==> src/rtl/mesh_seq_pkg.sv <==
package mesh_seq_pkg;

    localparam int WORD_W    = 32;
    localparam int REG_IDX_W = 7;
    localparam int OPC_W     = 4;

    localparam logic [OPC_W-1:0] OPC_VEC_OUT = 4'd7;

    // instruction word layout, msb first
    typedef struct packed {
        logic [6:0]           spare;
        logic [REG_IDX_W-1:0] src_a;
        logic [REG_IDX_W-1:0] src_b;
        logic [OPC_W-1:0]     opcode;
        logic [REG_IDX_W-1:0] dest;
    } uinsn_t;

    typedef enum logic [2:0] {
        SEQ_IDLE,
        SEQ_LOAD,
        SEQ_RUN,
        SEQ_DMA,
        SEQ_DONE
    } seq_state_t;

    function automatic uinsn_t unpack_insn(input logic [WORD_W-1:0] w);
        return uinsn_t'(w);
    endfunction

    function automatic logic is_vec_out(input uinsn_t i);
        return i.opcode == OPC_VEC_OUT;
    endfunction

endpackage

==> src/rtl/mesh_point_walker.sv <==
module mesh_point_walker #(
    parameter int COORD_W = 7
) (
    input  logic               clk,
    input  logic               rst,
    input  logic               init,
    input  logic               step,
    input  logic [COORD_W-1:0] hlast,
    input  logic [COORD_W-1:0] vlast,
    output logic [COORD_W-1:0] x,
    output logic [COORD_W-1:0] y,
    output logic               last
);
    always_ff @(posedge clk) begin
        if (rst || init) begin
            x <= '0;
            y <= '0;
        end else if (step) begin
            if (x == hlast) begin
                x <= '0;
                y <= y + 1'b1;
            end else begin
                x <= x + 1'b1;
            end
        end
    end

    assign last = (x == hlast) && (y == vlast);
endmodule

==> src/rtl/mesh_insn_window.sv <==
module mesh_insn_window #(
    parameter int PC_W       = 11,
    parameter int INSN_LIMIT = 2048
) (
    input  logic            clk,
    input  logic            rst,
    input  logic            clear,
    input  logic            advance,
    output logic [PC_W-1:0] pc,
    output logic            at_limit
);
    localparam int CNT_W = (INSN_LIMIT > 1) ? $clog2(INSN_LIMIT) : 1;
    localparam logic [CNT_W-1:0] CNT_TOP = CNT_W'(INSN_LIMIT - 1);

    logic [CNT_W-1:0] issued;

    always_ff @(posedge clk) begin
        if (rst || clear) begin
            pc     <= '0;
            issued <= '0;
        end else if (advance) begin
            pc     <= pc + 1'b1;
            issued <= issued + 1'b1;
        end
    end

    // true while the instruction now being fetched is the last one allowed
    assign at_limit = (issued == CNT_TOP);
endmodule

==> src/rtl/mesh_dma_stage.sv <==
module mesh_dma_stage #(
    parameter int COORD_W    = 7,
    parameter int ROW_STRIDE = 128
) (
    input  logic               clk,
    input  logic               rst,
    input  logic               load,
    input  logic [31:0]        base,
    input  logic [COORD_W-1:0] x,
    input  logic [COORD_W-1:0] y,
    input  logic [31:0]        word_a,
    input  logic [31:0]        word_b,
    input  logic               ack,
    output logic               req,
    output logic [31:0]        addr,
    output logic [31:0]        word0,
    output logic [31:0]        word1,
    output logic [31:0]        last_addr
);
    localparam int          ENTRY_SHIFT = 3;
    localparam logic [31:0] STRIDE      = 32'(ROW_STRIDE);

    logic [31:0] entry;
    assign entry = 32'(y) * STRIDE + 32'(x);

    always_ff @(posedge clk) begin
        if (rst) begin
            req       <= 1'b0;
            addr      <= '0;
            word0     <= '0;
            word1     <= '0;
            last_addr <= '0;
        end else if (load) begin
            req   <= 1'b1;
            addr  <= base + (entry << ENTRY_SHIFT);
            word0 <= word_a;
            word1 <= word_b;
        end else if (req && ack) begin
            req       <= 1'b0;
            last_addr <= addr + 32'd4;
        end
    end
endmodule

==> src/rtl/mesh_walk_seq.sv <==
module mesh_walk_seq
    import mesh_seq_pkg::*;
#(
    parameter int COORD_W    = 7,
    parameter int ROW_STRIDE = 128,
    parameter int PC_W       = 11,
    parameter int INSN_LIMIT = 2048
) (
    input  logic                 clk,
    input  logic                 rst,
    input  logic                 start_i,
    input  logic [COORD_W-1:0]   hlast_i,
    input  logic [COORD_W-1:0]   vlast_i,
    input  logic [31:0]          mesh_base_i,
    output logic [PC_W-1:0]      ucode_addr_o,
    input  logic [31:0]          ucode_data_i,
    output logic                 issue_o,
    output logic [REG_IDX_W-1:0] rf_a_idx_o,
    output logic [REG_IDX_W-1:0] rf_b_idx_o,
    input  logic [31:0]          rf_a_data_i,
    input  logic [31:0]          rf_b_data_i,
    output logic                 coord_we_o,
    output logic [COORD_W-1:0]   coord_x_o,
    output logic [COORD_W-1:0]   coord_y_o,
    output logic                 dma_req_o,
    output logic [31:0]          dma_addr_o,
    output logic [31:0]          dma_word0_o,
    output logic [31:0]          dma_word1_o,
    input  logic                 dma_ack_i,
    output logic [31:0]          last_dma_o,
    output logic [31:0]          vertices_o,
    output logic                 irq_o,
    output logic                 busy_o
);
    localparam int SPAN_W = COORD_W + 1;

    seq_state_t         st, st_n;
    uinsn_t             insn;
    logic               vec, at_limit, last_pt, point_end;
    logic               walk_init, walk_step, dma_load;
    logic [COORD_W-1:0] hl_q, vl_q, cur_x, cur_y;
    logic [31:0]        base_q;
    logic [2*SPAN_W-1:0] span_prod;
    logic               unused_fields;

    assign insn          = unpack_insn(ucode_data_i);
    assign vec           = is_vec_out(insn);
    assign unused_fields = ^{insn.spare, insn.dest};

    assign walk_init = (st == SEQ_IDLE) && start_i;
    assign dma_load  = (st == SEQ_RUN) && vec;
    assign issue_o   = (st == SEQ_RUN) && !vec;
    assign point_end = (issue_o && at_limit) || ((st == SEQ_DMA) && dma_req_o && dma_ack_i);
    assign walk_step = point_end && !last_pt;

    always_comb begin
        st_n = st;
        unique case (st)
            SEQ_IDLE: if (start_i) st_n = SEQ_LOAD;
            SEQ_LOAD: st_n = SEQ_RUN;
            SEQ_RUN: begin
                if (vec)            st_n = SEQ_DMA;
                else if (point_end) st_n = last_pt ? SEQ_DONE : SEQ_LOAD;
            end
            SEQ_DMA:  if (point_end) st_n = last_pt ? SEQ_DONE : SEQ_LOAD;
            SEQ_DONE: st_n = SEQ_IDLE;
            default:  st_n = SEQ_IDLE;
        endcase
    end

    assign span_prod = ({1'b0, hl_q} + 1'b1) * ({1'b0, vl_q} + 1'b1);

    always_ff @(posedge clk) begin
        if (rst) begin
            st         <= SEQ_IDLE;
            hl_q       <= '0;
            vl_q       <= '0;
            base_q     <= '0;
            vertices_o <= '0;
        end else begin
            st <= st_n;
            if (walk_init) begin
                hl_q   <= hlast_i;
                vl_q   <= vlast_i;
                base_q <= mesh_base_i;
            end
            if (st == SEQ_DONE) vertices_o <= 32'(span_prod);
        end
    end

    mesh_point_walker #(.COORD_W(COORD_W)) u_walk (
        .clk   (clk),
        .rst   (rst),
        .init  (walk_init),
        .step  (walk_step),
        .hlast (hl_q),
        .vlast (vl_q),
        .x     (cur_x),
        .y     (cur_y),
        .last  (last_pt)
    );

    mesh_insn_window #(.PC_W(PC_W), .INSN_LIMIT(INSN_LIMIT)) u_win (
        .clk      (clk),
        .rst      (rst),
        .clear    (st == SEQ_LOAD),
        .advance  (issue_o),
        .pc       (ucode_addr_o),
        .at_limit (at_limit)
    );

    mesh_dma_stage #(.COORD_W(COORD_W), .ROW_STRIDE(ROW_STRIDE)) u_dma (
        .clk       (clk),
        .rst       (rst),
        .load      (dma_load),
        .base      (base_q),
        .x         (cur_x),
        .y         (cur_y),
        .word_a    (rf_a_data_i),
        .word_b    (rf_b_data_i),
        .ack       (dma_ack_i),
        .req       (dma_req_o),
        .addr      (dma_addr_o),
        .word0     (dma_word0_o),
        .word1     (dma_word1_o),
        .last_addr (last_dma_o)
    );

    assign rf_a_idx_o = insn.src_a;
    assign rf_b_idx_o = insn.src_b;
    assign coord_we_o = (st == SEQ_LOAD);
    assign coord_x_o  = cur_x;
    assign coord_y_o  = cur_y;
    assign irq_o      = (st == SEQ_DONE);
    assign busy_o     = (st != SEQ_IDLE);
endmodule

==> config.mk <==
export PLATFORM = sky130hd
export DESIGN_NAME = mesh_walk_seq
export DESIGN_NICKNAME = d
export VERILOG_FILES = /design/src/rtl/mesh_seq_pkg.sv /design/src/rtl/mesh_point_walker.sv /design/src/rtl/mesh_insn_window.sv /design/src/rtl/mesh_dma_stage.sv /design/src/rtl/mesh_walk_seq.sv
export SDC_FILE = /design/constraint.sdc
export NUM_CORES = 1
export LEC_CHECK = 0
export ABC_CLOCK_PERIOD_IN_PS = 4900
export BUFFER_PORTS_ARGS = -buffer_cell sky130_fd_sc_hd__buf_4
export CAP_MARGIN = 25
export CORE_MARGIN = 2
export CORE_UTILIZATION = 48
export DETAILED_ROUTE_END_ITERATION = 12
export HOLD_SLACK_MARGIN = 0.08
export PLACE_DENSITY = 0.77
export SKIP_CTS_REPAIR_TIMING = 1
export SLEW_MARGIN = 15
export SYNTH_ARGS = -nofsm -noshare
export SYNTH_HDL_FRONTEND = slang
export SYNTH_SLANG_ARGS = --single-unit
==> constraint.sdc <==
create_clock -name clk -period 4.9 [get_ports clk]
set_clock_uncertainty 0.15 [all_clocks]
set_input_delay 0.98 -clock clk [delete_from_list [all_inputs] [get_ports clk]]
set_output_delay 0.98 -clock clk [all_outputs]
set_load 0.01 [all_outputs]
# Word level (Yosys, flattened, before mapping)
# Index checks and enable logic that the tools add are counted.
[classes] addsub=9 multipliers=1 div=0 n_lt_le_gt_ge=0 eq_ne=9 shifts=0 mux=8 bitwise=1 n_reduce_logical=19
[op_table] op="$add A32 B3 Y32 const B" n=1
[op_table] op="$add A32 B32 Y32" n=1
[op_table] op="$add A11 B1 Y11 const B" n=2
[op_table] op="$add A7 B1 Y8 const B" n=2
[op_table] op="$mul A8 B8 Y16" n=1
[op_table] op="$add A14 B7 Y15" n=1
[op_table] op="$add A7 B1 Y7 const B" n=2
[op_table] op="$eq A7 B7 Y1" n=2
[op_table] op="$mux W3" n=4
[op_table] op="$pmux W3 S4" n=1
[op_table] op="$eq A11 B11 Y1 const B" n=1
[op_table] op="$logic_and A1 B1 Y1" n=9
[op_table] op="$mux W7" n=1
[op_table] op="$eq A3 B2 Y1 const B" n=2
[op_table] op="$eq A4 B3 Y1 const B" n=1
[op_table] op="$reduce_and A2 Y1" n=2
[op_table] op="$eq A3 B1 Y1 const B" n=1
[op_table] op="$eq A3 B3 Y1 const B" n=1
[op_table] op="$logic_not A3 Y1" n=1
[op_table] op="$logic_or A1 B1 Y1" n=3
[op_table] op="$reduce_bool A3 Y1" n=1
[op_table] op="$logic_not A1 Y1" n=2
[op_table] op="$mux W1" n=2
[op_table] op="$ne A2 B2 Y1 const B" n=1
[op_table] op="2 further kinds" n=2
[totals] reg_bits=230 latchBits=0 ramBits=0 mem_bits_ro=0 input_bits=146 out_inout_bits=204 elab_cells=61 memories=0

# Depth between registers and ports, before layout
# Gate-level depths: netlist of the first run.
[depth] ltp_word=8 depth_mapped=20 depth_no_buf=20

# Hierarchy
# Synthesis of the first run repeated with hierarchy kept, for this count alone.
[hier_totals] hier_cells=1475 area_unflattened_um2=12692.2
[by_module_without_submodules] module="mesh_dma_stage" n_inst=1 cells_each=663 area_each_um2=6068.3 seq_area_each_um2=2582.5
[by_module_without_submodules] module="mesh_walk_seq" n_inst=1 cells_each=607 area_each_um2=4785.8 seq_area_each_um2=1301.2
[by_module_without_submodules] module="mesh_insn_window" n_inst=1 cells_each=109 area_each_um2=982.2 seq_area_each_um2=440.4
[by_module_without_submodules] module="mesh_point_walker" n_inst=1 cells_each=96 area_each_um2=855.8 seq_area_each_um2=280.3

# Worst setup path before layout of the first run
# No wires, ideal clock.
[synth_path] path_type="register to register" from="register vl_q[2]" to="register vertices_o[15]" setup_time_ns=0.086 t_arrival_ns=4.880 required_ns=4.664 setup_slack_ns=-0.215 stages_incl_launch_ff=20 n_path_buf=1 synth_period_minus_slack_ns=5.115 cell_sequence="dfxtp_1 > clkbuf_1 > nand3_1 > nor2_1 > xnor2_1 > or2_2 > fa_1 > fa_1 > inv_1 > fa_1 > inv_1 > fa_1 > inv_1 > ha_1 > o21a_1 > o31a_1 > o41a_1 > a211oi_1 > xnor2_1 > a211oi_1"
[synth_between] elab_chain_len=2
[synth_lines] element="start, declared" line_no="mesh_walk_seq.sv:41" rtl="logic [COORD_W-1:0] hl_q, vl_q, cur_x, cur_y;"
[synth_lines] element="start signal, assigned" line_no="mesh_walk_seq.sv:84" rtl="vl_q <= vlast_i;"
[synth_lines] element="$add A7 B1 Y8" line_no="mesh_walk_seq.sv:71" rtl="assign span_prod = ({1'b0, hl_q} + 1'b1) * ({1'b0, vl_q} + 1'b1);"
[synth_lines] element="$mul A8 B8 Y16" line_no="mesh_walk_seq.sv:71"
[synth_lines] element="end signal, assigned" line_no="mesh_walk_seq.sv:87" rtl="if (st == SEQ_DONE) vertices_o <= 32'(span_prod);"
[synth_lines] element="end, declared" line_no="mesh_walk_seq.sv:31" rtl="output logic [31:0] vertices_o,"
# Every way passes these cells.
# A chain may end at the register's enable or synchronous reset.

# Final worst setup path of the first run
[layout_path] from="register vl_q[0]" to="register vertices_o[13]"
# Same word-level chain as after synthesis.

==> results of run 1 <==
## flip-flops by register name (all words and copies together) (netlist names)
register         count
u_dma.last_addr     32
u_dma.req            1
u_walk.y             7
st                   3
vertices_o          16
u_win.pc            11
u_dma.word0         32
u_walk.x             7
vl_q                 7
hl_q                 7
u_dma.word1         32
u_dma.addr          32
u_win.issued        11
base_q              32
## per-layer routing
layer / part of all wire, % / vias up / track usage (%)
met2: 46 / 413 / 38.6
met4: 2.2 / 0 / 5.81
met1: 44 / 5350 / 32.6
met5: 0 / - / 0
li1: - / 5752 / -
met3: 8.1 / 59 / 4.80
## final timing paths
path | to
worst max-delay path | vertices_o[13]
worst min-delay path | u_dma.addr[1]
worst max register to register | vertices_o[13]
worst min register to register | u_dma.addr[1]
## cell families after synthesis
kind of cell	Yosys count	synth area share, %
flops	230	37.3
fa+ha+maj	94	11.8
other cells	1	0.0303
compound gates	305	14.7
mux	5	0.405
xor+xnor	87	6.16
buf+inv	179	6.38
simple gates	640	23.3
## power groups by stage
stage / Clock, mW / Combinational [mW] / Sequential (mW)
2_1_floorplan: 0 / 0.336 / 1.99
3_3_place_gp: 0 / 0.526 / 2.00
3_5_place_dp: 0 / 0.542 / 2.00
4_1_cts: 1.97 / 0.548 / 1.96
5_1_grt: 2.03 / 0.624 / 1.97
6_report: 1.93 / 0.568 / 1.96
## tightest hold or removal path, delay by kind of cell (launching register included)
kind	cells	cell delay (ns)
flip-flops	1	0.31
AO/OA/AOI/OAI	1	0.05
AND/OR/NAND/NOR	1	0.05
## layout make-up
cell class                 instances  area [um2]
clock buffer                      37         772
fill                            2154        9050
clock inverter                     8        80.1
sequential                       230        4620
timing repair buffer             358        2750
multi-input combinational       1147        7310
tap                              330         413
inverter                          67         251
## Yosys cell counts (all sizes together) (2+ instances only)
library cell	number
a21o	9
fa	37
and2	7
nand3	43
a211oi	42
nand2b	15
a21oi	167
a311oi	8
nor3	24
nand3b	9
a2111oi	2
mux2i	5
and4	6
or3	22
a41oi	3
buf	35
nand2	296
xnor2	46
o21bai	2
xor2	41
dfxtp	230
or4	5
nand4	21
a21boi	2
o211ai	5
a31oi	4
nor4	11
nor2	148
nor2b	9
and3	10
ha	57
o21ai	37
o31ai	8
o21a	8
nor3b	4
inv	67
clkbuf	77
or2	7
==> impl_metrics.tcl, run 1 <==
set metrics [dict create \
    grt_max_degree 138 \
    p_int_mw 3.32 \
    ys.warnings.count 0 \
    crit_arrival_ns 5.25 \
    rows 58 \
    violations "setup timing" \
    drive_above_1_share_pct 25.0 \
    max-slew-margin-rel_pct 42.3 \
    fin_ws_ns -0.0901 \
    cts_max_level 1 \
    worst_ep_required_time_ns 5.16 \
    p_leak_nw 6.71 \
    chipWidth_um 164 \
    synth.distinct_cells 59 \
    crit_fanout 5 \
    status "complete, but fails checks" \
    synthTopCellsByArea "dfxtp_1, nand2_1, a21oi_1, fa_1, ha_1" \
    clock_path_buffers 3 \
    r2r_setup_slack_ns -0.09 \
    synth_edf_count 0 \
    nets 2070 \
    swShare_pct 25.7 \
    hp-class "register to register" \
    drv_slew 0 \
    worst_pin_slew_ns 0.862 \
    holdPathStages 2 \
    synthesis.area_um2 12400 \
    dr.pass1.iters 5 \
    grt_pass1_vias 10599 \
    dpl_cell_area_um2 15100 \
    combPwrFrac_pct 12.7 \
    hold_viol_final 0 \
    place_ws_ns -0.245 \
    crit_path_start_kind "register" \
    die_y_um 164 \
    slowest_stage "fa_1" \
    clk_latency_ns 0.54 \
    final-instance-count-excl-fill 2177 \
    final_cell_mix "buf_4, nand2_1, dfxtp_1, a21oi_1, nor2_1" \
    setup_violations 3 \
    dp.cells 2127 \
    tritoncts "built" \
    start_util_pct 48.9 \
    place_hpwl_um 25100 \
    overflow 0 \
    n_antenna_cell 0 \
    yosys.area.top_type "dfxtp_1" \
    dieArea_um2 27100 \
    cts_sinks 230 \
    ys_seq_area_share_pct 37.3 \
    min_from "base_q[1]" \
    netSwitchingPower_mw 1.14 \
    path_delay_family "adder cells" \
    fin_area_um2 16200 \
    power_mw 4.46 \
    ant_nets 0 \
    synthCells 1541 \
    cp-end-kind "register" \
    path_buf_inv 5 \
    grt_pass1_wl_um 52700 \
    fmax_mhz 200 \
    rsz0062_at_grt "true" \
    cts_buffers 26 \
    hold-worst-slack_ns 0.302 \
    async_flop_share_pct 0 \
    critPathKind "register to register" \
    track_usage_pct 23.8 \
    wl_per_cell_um 15.7 \
    power-per-cell-area_nw_per_um2 275 \
    gp_congestion 0.898 \
    cts_root_buffer "clkbuf_16" \
    peakVddDrop_mv 0.249 \
    cpPeakStageDelay_ns 0.55 \
    cp_cell_sequence "ha_4 > nand3_4 > xor2_4 > buf_4 > buf_4 > nor2_2 > fa_1 > fa_1 > fa_1 > inv_1 > fa_1 > inv_1 > ha_2 > nor2_1 > nor2_1 > o41a_1 > buf_4 > a41oi_2 > xor2_1 > o21ai_1" \
    rr_worst_depth 20 \
    dr_total_vias 11574 \
    route.detailed.drc 0 \
    syn_area_per_cell_um2 8.02 \
    drt_wl_total_um 34300 \
    yosys_register_bits 230 \
    ios 350 \
    maxCapViolCount 0 \
    pwr-share-seq_pct 44.0 \
    clockPowerShare_pct 43.3 \
    post-route-min-period_ns 4.99 \
    cts.clk_slew.worst_paths_ns 0.06 \
    cp.depth 20 \
    finalSetupTns_ns -0.140 \
    core_area_um2 25300 \
    critPathLaunch "vl_q[0]" \
    synth_top_area_share_pct 37.3 \
    antenna_found_initial 0 \
    finalCritPeriodShare_pct 102 \
    cpMostUsedCell "fa_1" \
    yosys_most_used_dff "dfxtp_1" \
    placement.io_buffers 291 \
    fin_util_pct 64.2 \
    via_per_inst 5.32 \
    drtIter0Drc 933 \
    timing.rr.start "vl_q[0]" \
    layout_commonest_cell "buf_4" \
    area_growth_pct 31.1 \
]
Power figures use the tool's default switching activity.
==> run 2: changes to the inputs <==
--- a/config.mk
+++ b/config.mk
@@ -6,7 +6,7 @@
 export NUM_CORES = 1
 export LEC_CHECK = 0
 export ABC_CLOCK_PERIOD_IN_PS = 4900
-export BUFFER_PORTS_ARGS = -buffer_cell sky130_fd_sc_hd__buf_4
+export BUFFER_PORTS_ARGS = -buffer_cell sky130_fd_sc_hd__buf_2
 export CAP_MARGIN = 25
 export CORE_MARGIN = 2
 export CORE_UTILIZATION = 48
@@ -17,4 +17,5 @@
 export SLEW_MARGIN = 15
 export SYNTH_ARGS = -nofsm -noshare
 export SYNTH_HDL_FRONTEND = slang
+export SYNTH_HIERARCHICAL = 1
 export SYNTH_SLANG_ARGS = --single-unit
==> impl_metrics.tcl, run 2 <==
set metrics [dict create \
    status "finished, final reports clean" \
    cp-end-kind "register" \
    rsz0062_at_grt "true" \
    worst_ep_required_time_ns 5.17 \
    dr_total_vias 11480 \
    dr_wl_met2_um 16500 \
    holdPathEnd "vertices_o[7]" \
    synth_commonest_cells "dfxtp_1, nor2_1, nand2_1" \
    highest_layer "met5" \
    drtIter0Drc 755 \
    cts_buffers 27 \
    synth.most_common_cell "dfxtp_1" \
    post-route-min-period_ns 4.87 \
    tritoncts "built" \
    clockPowerShare_pct 45.5 \
    place_ws_ns -0.179 \
    synth_edf_count 0 \
    clock_path_buffers 3 \
    placement.io_buffers 291 \
    place_hpwl_um 24400 \
    wl_met3_um 1910 \
    ant_nets 0 \
    dr.pass1.iters 5 \
    synth.distinct_cells 70 \
    synthTopCellsByArea "dfxtp_1, mux2i_1, nor2_1, fa_1, ha_1" \
    start_util_pct 48.8 \
    cts.clk_slew.worst_paths_ns 0.06 \
    maxCapViolCount 0 \
    chipWidth_um 167 \
    swShare_pct 25.6 \
    area_growth_pct 25.3 \
    n_fill_cell 2204 \
    ys.warnings.count 6 \
    hold-worst-slack_ns 0.304 \
    gp_congestion 0.903 \
    synth_top_area_share_pct 36.3 \
    nets 2013 \
    final-instance-count-excl-fill 2132 \
    worst_pin_slew_ns 0.766 \
    finalCritPeriodShare_pct 99.5 \
    dieArea_um2 27800 \
    drv_slew 0 \
    grt_pass1_wl_um 53100 \
    critPathLaunch "vl_q[0]" \
    power-per-cell-area_nw_per_um2 291 \
    wl_per_cell_um 15.8 \
    hold_viol_final 0 \
    reg2reg_to "vertices_o[12]" \
    wl_met1_um 14200 \
    max-slew-margin-rel_pct 48.9 \
    critPathKind "register to register" \
    grt_pass1_vias 10534 \
    timing.rr.start "vl_q[0]" \
    grt_max_degree 94 \
    antenna_found_initial 4 \
    drt_wl_total_um 33600 \
    crit_path_start_kind "register" \
    route.detailed.drc 0 \
    ys_seq_area_share_pct 36.3 \
    fin_ws_ns 0.0254 \
    cts_root_buffer "clkbuf_16" \
    min_from "vertices_o[7]" \
    ios 350 \
    synthesis.area_um2 12700 \
    fmax_mhz 205 \
    overflow 0 \
    drive_above_1_share_pct 27.2 \
    combPwrFrac_pct 12.1 \
    netSwitchingPower_mw 1.18 \
    rr_worst_depth 15 \
    dp.cells 2070 \
    synthCells 1475 \
    cts_sinks 230 \
    async_flop_share_pct 0 \
    yosys_most_used_dff "dfxtp_1" \
    clk_latency_ns 0.53 \
    yosys.area.top_type "dfxtp_1" \
    layout_commonest_cell "buf_2" \
    setup_violations 0 \
    peakVddDrop_mv 0.308 \
    yosys_register_bits 230 \
    holdPathStages 2 \
    p_int_mw 3.44 \
    hp-class "register to register" \
    r2r_setup_slack_ns 0.03 \
    crit_arrival_ns 5.14 \
    p_leak_nw 6.71 \
    pwr-share-seq_pct 42.5 \
    rows 59 \
    syn_area_per_cell_um2 8.60 \
    via_per_inst 5.38 \
    die_y_um 167 \
    core_area_um2 26000 \
    crit_fanout 4 \
    track_usage_pct 22.7 \
    final_cell_mix "buf_2, dfxtp_1, nor2_1, nand2_1, a21oi_1" \
    cts_max_level 1 \
]
[run 2: worst max-delay path, cell delays in order (launching register included)]
cell and delay (ns):
dfxtp_4 0.37, and3_4 0.22, nand3_4 0.09, xor2_2 0.19, or2_4 0.24, fa_1 0.51, fa_1 0.55, fa_1 0.45
fa_1 0.51, inv_2 0.05, ha_4 0.22, and2_4 0.15, a221oi_4 0.31, a211oi_2 0.14, or3_1 0.39, a32o_1 0.24
[run 2: layout make-up]
| type | instances | area, um2 | area share, % |
|---|---|---|---|
| diodes | 3 | 7.51 | 0.0472 |
| clock buffers | 36 | 749 | 4.71 |
| clock inverters | 14 | 191 | 1.20 |
| inverters | 78 | 293 | 1.84 |
| multi-input cells | 1080 | 7640 | 48.1 |
| flip-flops and latches | 230 | 4610 | 29.0 |
| well taps | 335 | 419 | 2.64 |
| repair buffers | 356 | 1980 | 12.5 |
[run 2: worst max-delay path by stage]
stage	slack [ns]	end
after floorplan	0.003	vertices_o[14]
after global placement	-0.14	vertices_o[14]
after detailed placement	-0.18	vertices_o[13]
after CTS	-0.21	vertices_o[13]
after global routing	-0.15	vertices_o[12]
final	0.03	vertices_o[12]
[run 2: metrics by stage]
step / power [mW] / instance area, um2 / setup TNS (ns) / utilization (%)
3_3_place_gp: 2.51 / 14600 / -0.432 / 56.1
6_report: 4.63 / 15900 / 0 / 61.2
2_1_floorplan: 2.34 / 12800 / 0 / -
4_1_cts: 4.63 / 15500 / -0.913 / 59.7
5_1_grt: 4.82 / 15900 / -0.361 / 61.2
3_5_place_dp: 2.52 / 14600 / -0.664 / 56.1
[run 2: metal layers]
layer	up-vias	GRT usage, %
met5	-	0
met4	2	7.12
met3	79	3.87
met2	353	39.0
met1	5425	29.1
li1	5621	-
[run 2: logic make-up (layout without fill, tap and decap cells)]
kind of cell             count (synthesis)  count (layout)  share of synthesized area, %
AND/OR/NAND/NOR                        558             558                          20.7
AO/OA/AOI/OAI                          241             241                          12.2
flip-flops                             230             230                          36.3
buffers and inverters                  180             484                          6.62
adder cells (fa/ha/maj)                 94              94                          11.5
XOR/XNOR                                86              86                          5.99
multiplexers                            85              85                          6.70
other                                    1              19                        0.0295
[run 2: power by group through the flow]
stage,Combinational [mW],Clock [mW],Sequential [mW]
after global placement,0.507,0,2.00
after global routing,0.620,2.23,1.97
after CTS,0.525,2.14,1.96
final,0.559,2.10,1.96
after detailed placement,0.521,0,2.00
after floorplan,0.347,0,2.00
